### src/rtl/dma_pager_pkg.sv
package dma_pager_pkg;
  typedef enum logic [2:0] {
    ST_IDLE,
    ST_PER,
    ST_BUS,
    ST_ADV,
    ST_PAGE
  } dma_state_e;

  localparam logic [2:0] OFF_ADDR  = 3'd0;
  localparam logic [2:0] OFF_DIR   = 3'd1;
  localparam logic [2:0] OFF_LEN   = 3'd2;
  localparam logic [2:0] OFF_CMD   = 3'd3;
  localparam logic [2:0] OFF_CHAIN = 3'd4;

  localparam int CMD_START_BIT = 0;
  localparam int CMD_ACK_BIT   = 1;
endpackage

### src/rtl/dma_pager_chain.sv
module dma_pager_chain #(
  parameter int W     = 8,
  parameter int DEPTH = 4
) (
  input  logic         clk_i,
  input  logic         rst_ni,
  input  logic         push_i,
  input  logic [W-1:0] din_i,
  input  logic         pop_i,
  output logic [W-1:0] dout_o,
  output logic         empty_o,
  output logic         full_o
);
  localparam int PTR_W = (DEPTH > 1) ? $clog2(DEPTH) : 1;
  localparam int CNT_W = $clog2(DEPTH + 1);

  logic [W-1:0]     slot_q [DEPTH];
  logic [PTR_W-1:0] wr_q, rd_q;
  logic [CNT_W-1:0] cnt_q;
  logic             push_ok, pop_ok;

  assign empty_o = (cnt_q == '0);
  assign full_o  = (cnt_q == CNT_W'(DEPTH));
  assign push_ok = push_i && !full_o;
  assign pop_ok  = pop_i && !empty_o;
  assign dout_o  = slot_q[rd_q];

  function automatic logic [PTR_W-1:0] nxt(input logic [PTR_W-1:0] p);
    return (p == PTR_W'(DEPTH - 1)) ? '0 : p + PTR_W'(1);
  endfunction

  always_ff @(posedge clk_i) begin
    if (push_ok) slot_q[wr_q] <= din_i;
  end

  always_ff @(posedge clk_i or negedge rst_ni) begin
    if (!rst_ni) begin
      wr_q  <= '0;
      rd_q  <= '0;
      cnt_q <= '0;
    end else begin
      if (push_ok) wr_q <= nxt(wr_q);
      if (pop_ok)  rd_q <= nxt(rd_q);
      cnt_q <= cnt_q + CNT_W'(push_ok) - CNT_W'(pop_ok);
    end
  end

  // a push into a full queue leaves the occupancy unchanged
  a_r8_full_drop: assert property (@(posedge clk_i) disable iff (!rst_ni)
    (push_i && full_o && !pop_i) |=> (cnt_q == $past(cnt_q)));

  // the engine pops only when a page is available
  a_r7_pop_nonempty: assert property (@(posedge clk_i) disable iff (!rst_ni)
    pop_i |-> !empty_o);
endmodule

### src/rtl/dma_pager_regs.sv
module dma_pager_regs
  import dma_pager_pkg::*;
#(
  parameter int ADDR_W = 16,
  parameter int LEN_W  = 16,
  parameter int PAGE_W = 8,
  parameter int DATA_W = 32
) (
  input  logic              clk_i,
  input  logic              rst_ni,
  input  logic              we_i,
  input  logic [2:0]        off_i,
  input  logic [DATA_W-1:0] wdata_i,
  output logic [DATA_W-1:0] rdata_o,
  input  logic              busy_i,
  input  logic              done_i,
  input  logic [ADDR_W-1:0] cur_addr_i,
  input  logic [LEN_W-1:0]  remain_i,
  output logic              start_o,
  output logic              ack_o,
  output logic              dir_o,
  output logic [ADDR_W-1:0] addr_o,
  output logic [LEN_W-1:0]  len_o,
  output logic              chain_push_o,
  output logic [PAGE_W-1:0] chain_page_o
);
  logic              dir_q;
  logic [ADDR_W-1:0] addr_q;
  logic [LEN_W-1:0]  len_q;
  logic              unused_wdata;

  assign unused_wdata = ^wdata_i;

  always_ff @(posedge clk_i or negedge rst_ni) begin
    if (!rst_ni) begin
      dir_q  <= 1'b0;
      addr_q <= '0;
      len_q  <= '0;
    end else if (we_i) begin
      case (off_i)
        OFF_ADDR: addr_q <= wdata_i[ADDR_W-1:0];
        OFF_DIR:  dir_q  <= wdata_i[0];
        OFF_LEN:  len_q  <= wdata_i[LEN_W-1:0];
        default: ;
      endcase
    end
  end

  assign start_o      = we_i && (off_i == OFF_CMD) && wdata_i[CMD_START_BIT];
  assign ack_o        = we_i && (off_i == OFF_CMD) && wdata_i[CMD_ACK_BIT];
  assign chain_push_o = we_i && (off_i == OFF_CHAIN);
  assign chain_page_o = wdata_i[PAGE_W-1:0];
  assign dir_o        = dir_q;
  assign addr_o       = addr_q;
  assign len_o        = len_q;

  always_comb begin
    rdata_o = '0;
    case (off_i)
      OFF_ADDR: rdata_o[ADDR_W-1:0] = cur_addr_i;
      OFF_DIR:  rdata_o[0]          = dir_q;
      OFF_LEN:  rdata_o[LEN_W-1:0]  = remain_i;
      OFF_CMD:  rdata_o[1:0]        = {done_i, busy_i};
      default: ;
    endcase
  end
endmodule

### src/rtl/dma_pager_engine.sv
module dma_pager_engine
  import dma_pager_pkg::*;
#(
  parameter int ADDR_W    = 16,
  parameter int LEN_W     = 16,
  parameter int PAGE_BITS = 8,
  parameter int BYTE_W    = 8,
  localparam int PAGE_W   = ADDR_W - PAGE_BITS
) (
  input  logic              clk_i,
  input  logic              rst_ni,
  input  logic              start_i,
  input  logic              ack_i,
  input  logic              dir_i,
  input  logic [ADDR_W-1:0] addr_i,
  input  logic [LEN_W-1:0]  len_i,
  input  logic              pg_valid_i,
  input  logic [PAGE_W-1:0] pg_i,
  output logic              pg_pop_o,
  output logic              bus_req_o,
  input  logic              bus_gnt_i,
  output logic [ADDR_W-1:0] mem_addr_o,
  output logic              mem_we_o,
  output logic              mem_re_o,
  output logic [BYTE_W-1:0] mem_wdata_o,
  input  logic [BYTE_W-1:0] mem_rdata_i,
  output logic              per_req_o,
  output logic              per_ack_o,
  input  logic              per_valid_i,
  input  logic              per_ready_i,
  input  logic [BYTE_W-1:0] per_rdata_i,
  output logic [BYTE_W-1:0] per_wdata_o,
  output logic              busy_o,
  output logic              done_o,
  output logic [LEN_W-1:0]  remain_o
);
  dma_state_e        state_q;
  logic              dir_q;
  logic [ADDR_W-1:0] addr_q;
  logic [LEN_W-1:0]  cnt_q;
  logic [BYTE_W-1:0] buf_q;
  logic              done_q;

  // memory-to-peripheral starts on the bus, peripheral-to-memory on the peripheral
  function automatic dma_state_e first_st(input logic d);
    return d ? ST_BUS : ST_PER;
  endfunction

  always_ff @(posedge clk_i or negedge rst_ni) begin
    if (!rst_ni) begin
      state_q <= ST_IDLE;
      dir_q   <= 1'b0;
      addr_q  <= '0;
      cnt_q   <= '0;
      buf_q   <= '0;
      done_q  <= 1'b0;
    end else begin
      if (ack_i) done_q <= 1'b0;
      case (state_q)
        ST_IDLE: if (start_i) begin
          dir_q   <= dir_i;
          addr_q  <= addr_i;
          cnt_q   <= len_i;
          done_q  <= (len_i == '0);
          state_q <= (len_i == '0) ? ST_IDLE : first_st(dir_i);
        end
        ST_PER: begin
          if (!dir_q && per_valid_i) begin
            buf_q   <= per_rdata_i;
            state_q <= ST_BUS;
          end else if (dir_q && per_ready_i) begin
            addr_q  <= addr_q + ADDR_W'(1);
            cnt_q   <= cnt_q - LEN_W'(1);
            state_q <= ST_ADV;
          end
        end
        ST_BUS: if (bus_gnt_i) begin
          if (dir_q) begin
            buf_q   <= mem_rdata_i;
            state_q <= ST_PER;
          end else begin
            addr_q  <= addr_q + ADDR_W'(1);
            cnt_q   <= cnt_q - LEN_W'(1);
            state_q <= ST_ADV;
          end
        end
        ST_ADV: begin
          if (cnt_q == '0) begin
            done_q  <= 1'b1;
            state_q <= ST_IDLE;
          end else if (addr_q[PAGE_BITS-1:0] == '0) begin
            state_q <= ST_PAGE;
          end else begin
            state_q <= first_st(dir_q);
          end
        end
        ST_PAGE: if (pg_valid_i) begin
          addr_q  <= {pg_i, {PAGE_BITS{1'b0}}};
          state_q <= first_st(dir_q);
        end
        default: state_q <= ST_IDLE;
      endcase
    end
  end

  assign bus_req_o   = (state_q == ST_BUS);
  assign mem_we_o    = bus_req_o && bus_gnt_i && !dir_q;
  assign mem_re_o    = bus_req_o && bus_gnt_i && dir_q;
  assign mem_addr_o  = addr_q;
  assign mem_wdata_o = buf_q;
  assign per_req_o   = (state_q == ST_PER);
  assign per_ack_o   = per_req_o && (dir_q ? per_ready_i : per_valid_i);
  assign per_wdata_o = buf_q;
  assign pg_pop_o    = (state_q == ST_PAGE) && pg_valid_i;
  assign busy_o      = (state_q != ST_IDLE);
  assign done_o      = done_q;
  assign remain_o    = cnt_q;

  // an ungranted request is held with the same address
  a_r3_req_held: assert property (@(posedge clk_i) disable iff (!rst_ni)
    (bus_req_o && !bus_gnt_i) |=> (bus_req_o && $stable(mem_addr_o)));

  // a start while busy does not reload the direction
  a_r2_start_ignored: assert property (@(posedge clk_i) disable iff (!rst_ni)
    (busy_o && start_i) |=> (dir_q == $past(dir_q)));

  // a popped page resumes at byte zero
  a_r7_page_base: assert property (@(posedge clk_i) disable iff (!rst_ni)
    (state_q == ST_PAGE && pg_valid_i) |=> (mem_addr_o[PAGE_BITS-1:0] == '0));

  // done never coexists with an active transfer
  a_r9_done_idle: assert property (@(posedge clk_i) disable iff (!rst_ni)
    done_o |-> !busy_o);

  // the memory strobes are mutually exclusive across cycles of one byte
  a_r5_one_write: assert property (@(posedge clk_i) disable iff (!rst_ni)
    mem_we_o |=> !mem_we_o);
endmodule

### src/rtl/dma_pager.sv
module dma_pager #(
  parameter int ADDR_W      = 16,
  parameter int LEN_W       = 16,
  parameter int PAGE_BITS   = 8,
  parameter int CHAIN_DEPTH = 4,
  parameter int DATA_W      = 32,
  parameter int BYTE_W      = 8
) (
  input  logic              clk_i,
  input  logic              rst_ni,
  input  logic              reg_we_i,
  input  logic [2:0]        reg_off_i,
  input  logic [DATA_W-1:0] reg_wdata_i,
  output logic [DATA_W-1:0] reg_rdata_o,
  output logic              irq_o,
  output logic              bus_req_o,
  input  logic              bus_gnt_i,
  output logic [ADDR_W-1:0] mem_addr_o,
  output logic              mem_we_o,
  output logic              mem_re_o,
  output logic [BYTE_W-1:0] mem_wdata_o,
  input  logic [BYTE_W-1:0] mem_rdata_i,
  output logic              per_req_o,
  output logic              per_ack_o,
  input  logic              per_valid_i,
  input  logic              per_ready_i,
  input  logic [BYTE_W-1:0] per_rdata_i,
  output logic [BYTE_W-1:0] per_wdata_o
);
  localparam int PAGE_W = ADDR_W - PAGE_BITS;

  logic              start, ack, cfg_dir, busy, done;
  logic [ADDR_W-1:0] cfg_addr;
  logic [LEN_W-1:0]  cfg_len, remain;
  logic              push, pop, pg_empty, pg_full;
  logic [PAGE_W-1:0] push_pg, head_pg;
  logic              unused_full;

  assign unused_full = pg_full;

  dma_pager_regs #(
    .ADDR_W(ADDR_W), .LEN_W(LEN_W), .PAGE_W(PAGE_W), .DATA_W(DATA_W)
  ) regs_i (
    .clk_i, .rst_ni,
    .we_i(reg_we_i), .off_i(reg_off_i), .wdata_i(reg_wdata_i), .rdata_o(reg_rdata_o),
    .busy_i(busy), .done_i(done), .cur_addr_i(mem_addr_o), .remain_i(remain),
    .start_o(start), .ack_o(ack), .dir_o(cfg_dir), .addr_o(cfg_addr), .len_o(cfg_len),
    .chain_push_o(push), .chain_page_o(push_pg)
  );

  dma_pager_chain #(.W(PAGE_W), .DEPTH(CHAIN_DEPTH)) chain_i (
    .clk_i, .rst_ni,
    .push_i(push), .din_i(push_pg), .pop_i(pop),
    .dout_o(head_pg), .empty_o(pg_empty), .full_o(pg_full)
  );

  dma_pager_engine #(
    .ADDR_W(ADDR_W), .LEN_W(LEN_W), .PAGE_BITS(PAGE_BITS), .BYTE_W(BYTE_W)
  ) engine_i (
    .clk_i, .rst_ni,
    .start_i(start), .ack_i(ack), .dir_i(cfg_dir), .addr_i(cfg_addr), .len_i(cfg_len),
    .pg_valid_i(!pg_empty), .pg_i(head_pg), .pg_pop_o(pop),
    .bus_req_o, .bus_gnt_i, .mem_addr_o, .mem_we_o, .mem_re_o, .mem_wdata_o, .mem_rdata_i,
    .per_req_o, .per_ack_o, .per_valid_i, .per_ready_i, .per_rdata_i, .per_wdata_o,
    .busy_o(busy), .done_o(done), .remain_o(remain)
  );

  assign irq_o = done;
endmodule

### config.mk
export PLATFORM = sky130hd
export DESIGN_NAME = dma_pager
export DESIGN_NICKNAME = d
export VERILOG_FILES = /design/src/rtl/dma_pager_pkg.sv /design/src/rtl/dma_pager_chain.sv /design/src/rtl/dma_pager_regs.sv /design/src/rtl/dma_pager_engine.sv /design/src/rtl/dma_pager.sv
export SDC_FILE = /design/constraint.sdc
export NUM_CORES = 1
export LEC_CHECK = 0
export BUFFER_PORTS_ARGS = -buffer_cell sky130_fd_sc_hd__clkbuf_2
export CORE_UTILIZATION = 50
export CTS_BUF_LIST = sky130_fd_sc_hd__clkbuf_16
export DETAILED_ROUTE_END_ITERATION = 16
export PLACE_DENSITY = 0.75
export REMOVE_ABC_BUFFERS = 1
export SYNTH_ARGS = -nofsm -noshare
export SYNTH_HDL_FRONTEND = slang
export SYNTH_SLANG_ARGS = --single-unit
### constraint.sdc
create_clock -name clk_i -period 3.1 [get_ports clk_i]
set_input_delay 0.31 -clock clk_i [delete_from_list [all_inputs] [get_ports clk_i]]
set_output_delay 0.31 -clock clk_i [all_outputs]
set_load 0.03 [all_outputs]
==> out/qor.csv, run 1 <==
metric;value;unit
cts repair resizes;0;
CTS H-Tree Depth;4;
worst r2r path cells;9;
Placer Congestion;0.861;
Antenna Nets Post-Route;0;
Slew HR;37.8;%
clk_lat worst skew;0.42;ns
Crit Path Category;flip-flop to flip-flop;
GR Util All Layers;25.7;%
total grt overflow;0;
most frequent cells in the layout;93 x clkbuf_2, 85 x dfrtp_1, 43 x nor2_1;
WP data required;3.44;ns
metal1 wirelength;6620;um
routed wl met3;1170;um
Hold EP;regs_i.addr_o[12];
DRC Markers;0;
sequential fraction of the synthesis area;49.0;%
post-synthesis cell type count;75;
Syn Std Cell Area;6300;um2
predominant post-synthesis flop cell;dfrtp_1;
final hold slack;0.161;ns
commonest non-fill, non-tap cell in the layout;clkbuf_2;
Hold Crit Depth;2;
worst-path maximum fanout;10;
WL final;15700;um
1st-pass router iterations;5;
Max Root-Sink Buffers;2;
CTS tree;yes;
unrepaired setup endpoints after global routing;no;
pwr/cell area;1010;nW/um2
Async S/R FF share, synth;72.6;%
CP Cell Sequence;or3b_2, nor2_1, ha_1, inv_1, ha_1, inv_1, fa_1, xnor2_1, xnor2_1;
endpoints failing setup;0;
r2r startpoint;engine_i.state_q[1];
WP data arrival;2.88;ns
row count;40;
placed wire-length estimate;11400;um
layout cell share with drive strength beyond 1;29.1;%
Post-synth EDFFs;32;
final period utilization;82.0;%
WL met2;7430;um
wire per inst;18.4;um
Vias/cell;5.94;
DR vias;5065;
Fin Setup TNS;0;ns
Clock Pin Slew Worst Setup and Hold Paths;0.06;ns
Worst path max stage delay;0.61;ns
Mapped Cells;586;
fin. max-slew vios;0;
uppermost layer routed;met4;
startpoint types;flip-flop;
Synth Register Bits;117;
chip width;114;um
fmax;394;MHz
initial antenna violation count;0;
Die Ht;114;um
YS warnings;0;
Initial DRC Count;461;
minimum clock period;2.54;ns
largest net degree at the start of global routing;32;
FF-to-FF setup slack;0.56;ns
status;completed;
FF-to-FF End;chain_i.cnt_q[2];
vias in the first global route;4800;
Avg Cell Area, Syn;10.7;um2
setup bufs post-CTS;0;
CP max stage cell;or3b_2;
# diodes;0;
clock sink count;117;
hold_buf cts;1;
Die ar.;13000;um2
slew at the pin with the worst max-slew slack;0.933;ns
P&R area growth vs syn;17.2;%
fin util;60.7;%
final hold violations;0;
cts bufs inserted;17;
maxcap violations;0;
Worst Hold Launch;reg_wdata_i[12];
Setup Skew;0.00767;ns
Core Area;12200;um2
Hold WC Path Type;input port to flip-flop;
Initial Util;51.8;%
NumNets Final;740;
Port-buffer cells;94;
# IOs;127;
Worst VDD drop;0.649;mV
Root Driver;clkbuf_16;
global-route wire length before repair;25000;um
CP endpoint kind;flip-flop;
P_leak;3.18;nW
[through the flow]
stage / worst slack (ns) / power, mW / cells / instance area [um2]
floorplan: 0.524 / 4.55 / 544 / 5990
global placement: 0.586 / 5.41 / 820 / 6810
detailed placement: 0.544 / 5.52 / 820 / 6810
CTS: 0.536 / 7.43 / 853 / 7380
global route: 0.411 / 7.87 / 853 / 7380
finish: 0.559 / 7.42 / 853 / 7380
[worst max-delay path, delay by kind of cell (launching register included)]
kind / cells / cell delay [ns]
adder cells (fa/ha/maj): 3 / 0.77
flip-flops: 1 / 0.37
XOR/XNOR: 2 / 0.34
AND/OR/NAND/NOR: 2 / 0.87
buffers and inverters: 2 / 0.10
[worst max-delay path by stage]
stage                     cells after the start          endpoint                 from  slack [ns]
after floorplan                               9  chain_i.cnt_q[2]  engine_i.state_q[2]        0.52
after global placement                        9  chain_i.cnt_q[2]  engine_i.state_q[1]        0.59
after detailed placement                      9  chain_i.cnt_q[2]  engine_i.state_q[1]        0.54
after CTS                                     9  chain_i.cnt_q[2]  engine_i.state_q[1]        0.54
after global routing                          9  chain_i.cnt_q[2]  engine_i.state_q[1]        0.41
final                                         9  chain_i.cnt_q[2]  engine_i.state_q[1]        0.56
[registers in the layout, summed over array words and instances (netlist names), 2 cells and up]
register              flops
chain_i.slot_q           32
regs_i.len_o             16
engine_i.remain_o        16
chain_i.rd_q              2
chain_i.cnt_q             3
engine_i.mem_wdata_o      8
regs_i.addr_o            16
chain_i.wr_q              2
engine_i.mem_addr_o      16
engine_i.state_q          3
[cell usage after synthesis (all sizes together), types with 3 or more instances]
library cell  count  area share (%)
a31oi             6            0.60
edfxtp           32              15
nor2b             3            0.30
nor4bb            3            0.48
buf              46             5.1
inv              21             1.3
nor4              9            0.99
and3              3            0.30
nand3b            3            0.36
nor3             15             1.3
and2              5            0.54
mux4              9             3.2
a21oi            35             2.8
a22o              5            0.70
o22ai             9            0.89
or3               4            0.40
or2               3            0.30
o22a              3            0.42
xnor2             3            0.42
nor3b             5            0.68
ha               10             2.0
nand3            17             1.4
mux2i            23             3.7
nor2             44             2.6
clkbuf           11            0.66
o21a              3            0.38
o21ai            44             3.5
a22oi             3            0.36
nand4             3            0.30
mux2             34             6.1
o2bb2ai           3            0.42
nor4b             3            0.52
a2bb2oi           4            0.56
dfrtp            85              34
nand2            40             2.4
[logic make-up (layout without fill, tap and decap cells)]
kind of cell / count (synthesis) / after routing / synth area share, %
adder cells (fa/ha/maj): 11 / 11 / 2.30
AND/OR/NAND/NOR: 169 / 169 / 14.1
AO/OA/AOI/OAI: 140 / 140 / 14.1
multiplexers: 66 / 66 / 13.0
buffers and inverters: 79 / 163 / 7.05
XOR/XNOR: 3 / 3 / 0.417
other: 1 / 16 / 0.0595
flip-flops: 117 / 117 / 49.0
[per-layer routing]
metal / GRT usage (%) / up-vias
li1: - / 2301
met4: 11.5 / 0
met1: 33.3 / 2471
met2: 40.9 / 253
met5: 0 / -
met3: 6.51 / 40
[power breakdown]
| group | total, mW | leakage (nW) | internal, mW | switching [mW] |
|---|---|---|---|---|
| registers | 2.52 | 1.34 | 2.00 | 0.521 |
| clock network | 1.88 | 0.275 | 1.17 | 0.715 |
| logic | 3.02 | 1.57 | 1.12 | 1.90 |
| total | 7.42 | 3.18 | 4.29 | 3.13 |
[layout make-up]
type | count | area (um2)
inverter | 22 | 83.8
fill | 1001 | 4780
clock buffer | 17 | 425
multi-input combinational | 405 | 2850
clock inverter | 15 | 140
tap | 168 | 210
sequential | 117 | 3090
timing repair buffer | 109 | 588
Note: power is estimated with default switching activity, not from simulation.
==> run 2: changes to the inputs <==
Clock period 3.1 ns to 2.4 ns, I/O delays scaled along.
==> out/qor.csv, run 2 (same netlist as run 1, synthesis figures left out) <==
metric;value;unit
status;completed;
global-route wire length before repair;25600;um
Initial DRC Count;376;
WP data arrival;2.08;ns
slew at the pin with the worst max-slew slack;0.752;ns
Worst VDD drop;0.894;mV
Vias/cell;5.82;
pwr/cell area;1300;nW/um2
total grt overflow;0;
worst-path maximum fanout;18;
largest net degree at the start of global routing;44;
WL final;15700;um
Initial Util;51.8;%
final hold violations;0;
Slew HR;49.8;%
WP data required;2.16;ns
Total Power;9.84;mW
vias in the first global route;4986;
DR vias;5036;
CP endpoint kind;output port;
Fin Setup TNS;0;ns
Placer Congestion;0.878;
GR Util All Layers;25.8;%
Die Ht;114;um
Antenna Nets Post-Route;0;
Hold Crit Depth;2;
CTS H-Tree Depth;4;
maxcap violations;0;
P_leak;3.24;nW
initial antenna violation count;0;
placed cells;833;
Layout fillers;976;
clk_lat worst skew;0.42;ns
clock sink count;117;
row count;40;
Worst Slack Setup Final;0.0778;ns
Biggest register;chain_i.slot_q;
fmax;431;MHz
Multi-input gate area;2870;um2
Max Root-Sink Buffers;2;
Non-Filler Instances;866;
1st-pass router iterations;5;
worst r2r path cells;9;
Die ar.;13000;um2
Largest register FFs;32;
Setup Skew;0.00606;ns
layout cell share with drive strength beyond 1;30.9;%
final period utilization;96.8;%
Core Area;12200;um2
fin. max-slew vios;0;
NumNets Final;753;
unrepaired setup endpoints after global routing;no;
most frequent cells in the layout;93 x clkbuf_2, 85 x dfrtp_1, 42 x nor2_1;
Root Driver;clkbuf_16;
commonest non-fill, non-tap cell in the layout;clkbuf_2;
cts bufs inserted;17;
chip width;114;um
wire per inst;18.2;um
Port-buffer cells;94;
# IOs;127;
CTS tree;yes;
dpl ws;0.0931;ns
Crit Path Category;flip-flop to output port;
# diodes;0;
DRC Markers;0;
placed wire-length estimate;11200;um
startpoint types;flip-flop;
endpoints failing setup;0;
Reg area;3090;um2
minimum clock period;2.32;ns
P&R area growth vs syn;19.8;%
Clock Pin Slew Worst Setup and Hold Paths;0.06;ns
Hold WC Path Type;input port to flip-flop;
[run 2: cell types whose count changed in the layout (fill, tap and decap cells not counted), moves of 2 or more]
cell	before	now
buf_4	15	26
buf_12	0	2
clkinv_2	5	2
clkinvlp_4	3	6
[run 2: per-layer routing]
metal  global-route usage [%]  wire length [um]  up-vias
met5                        0                 0        -
met4                     9.96               353        0
met3                     6.46              1070       32
met2                     40.2              7430      231
met1                     34.9              6890     2452
li1                         -                 -     2321
[run 2: report_power, final]
part / internal (mW) / total, mW / switching (mW) / leakage, nW
sequential: 2.58 / 3.24 / 0.661 / 1.34
combinational: 1.59 / 4.11 / 2.52 / 1.64
clock: 1.53 / 2.49 / 0.961 / 0.266
[run 2: stage by stage]
step	utilization, %	instance area (um2)	hold slack (ns)
floorplan	-	5990	-0.0556
global placement	57.0	6930	0.274
detailed placement	57.0	6930	0.278
CTS	61.9	7520	0.0662
global route	62.0	7540	0.0713
finish	62.0	7540	0.0866
[run 2: path summary, 6_finish.rpt]
check	from	to	slack, ns
max	engine_i.state_q[2]	per_ack_o	0.08
min	reg_wdata_i[15]	regs_i.len_o[15]	0.09
max reg2reg	engine_i.state_q[1]	chain_i.cnt_q[2]	0.10
min reg2reg	engine_i.mem_wdata_o[1]	engine_i.mem_wdata_o[1]	0.51
max in group asynchronous	rst_ni	engine_i.mem_wdata_o[7]	1.39
min in group asynchronous	rst_ni	engine_i.mem_addr_o[13]	0.36
[run 2: final cells by class]
| type | instances | area share, % |
|---|---|---|
| Clock buffer | 17 | 5.64 |
| Clock inverter | 15 | 2.09 |
| Inverter | 22 | 1.11 |
| Multi-Input combinational cell | 405 | 38.0 |
| Sequential cell | 117 | 40.9 |
| Tap cell | 168 | 2.79 |
| Timing Repair Buffer | 122 | 9.42 |
[run 2: critical path, cell delays in order (launching register included)]
cell      delay, ns
dfrtp_1        0.37
buf_4          0.21
nor3b_1        0.64
nor2b_1        0.22
clkbuf_2       0.21
[run 2: repair_timing]
| item | in CTS | in global routing |
|---|---|---|
| hold buffers | 1 | 0 |
| buffers inserted | 0 | 0 |
| hold endpoints to repair | 42 | 0 |
| setup endpoints to repair | 0 | 4 |
| resized for setup | 0 | 4 |
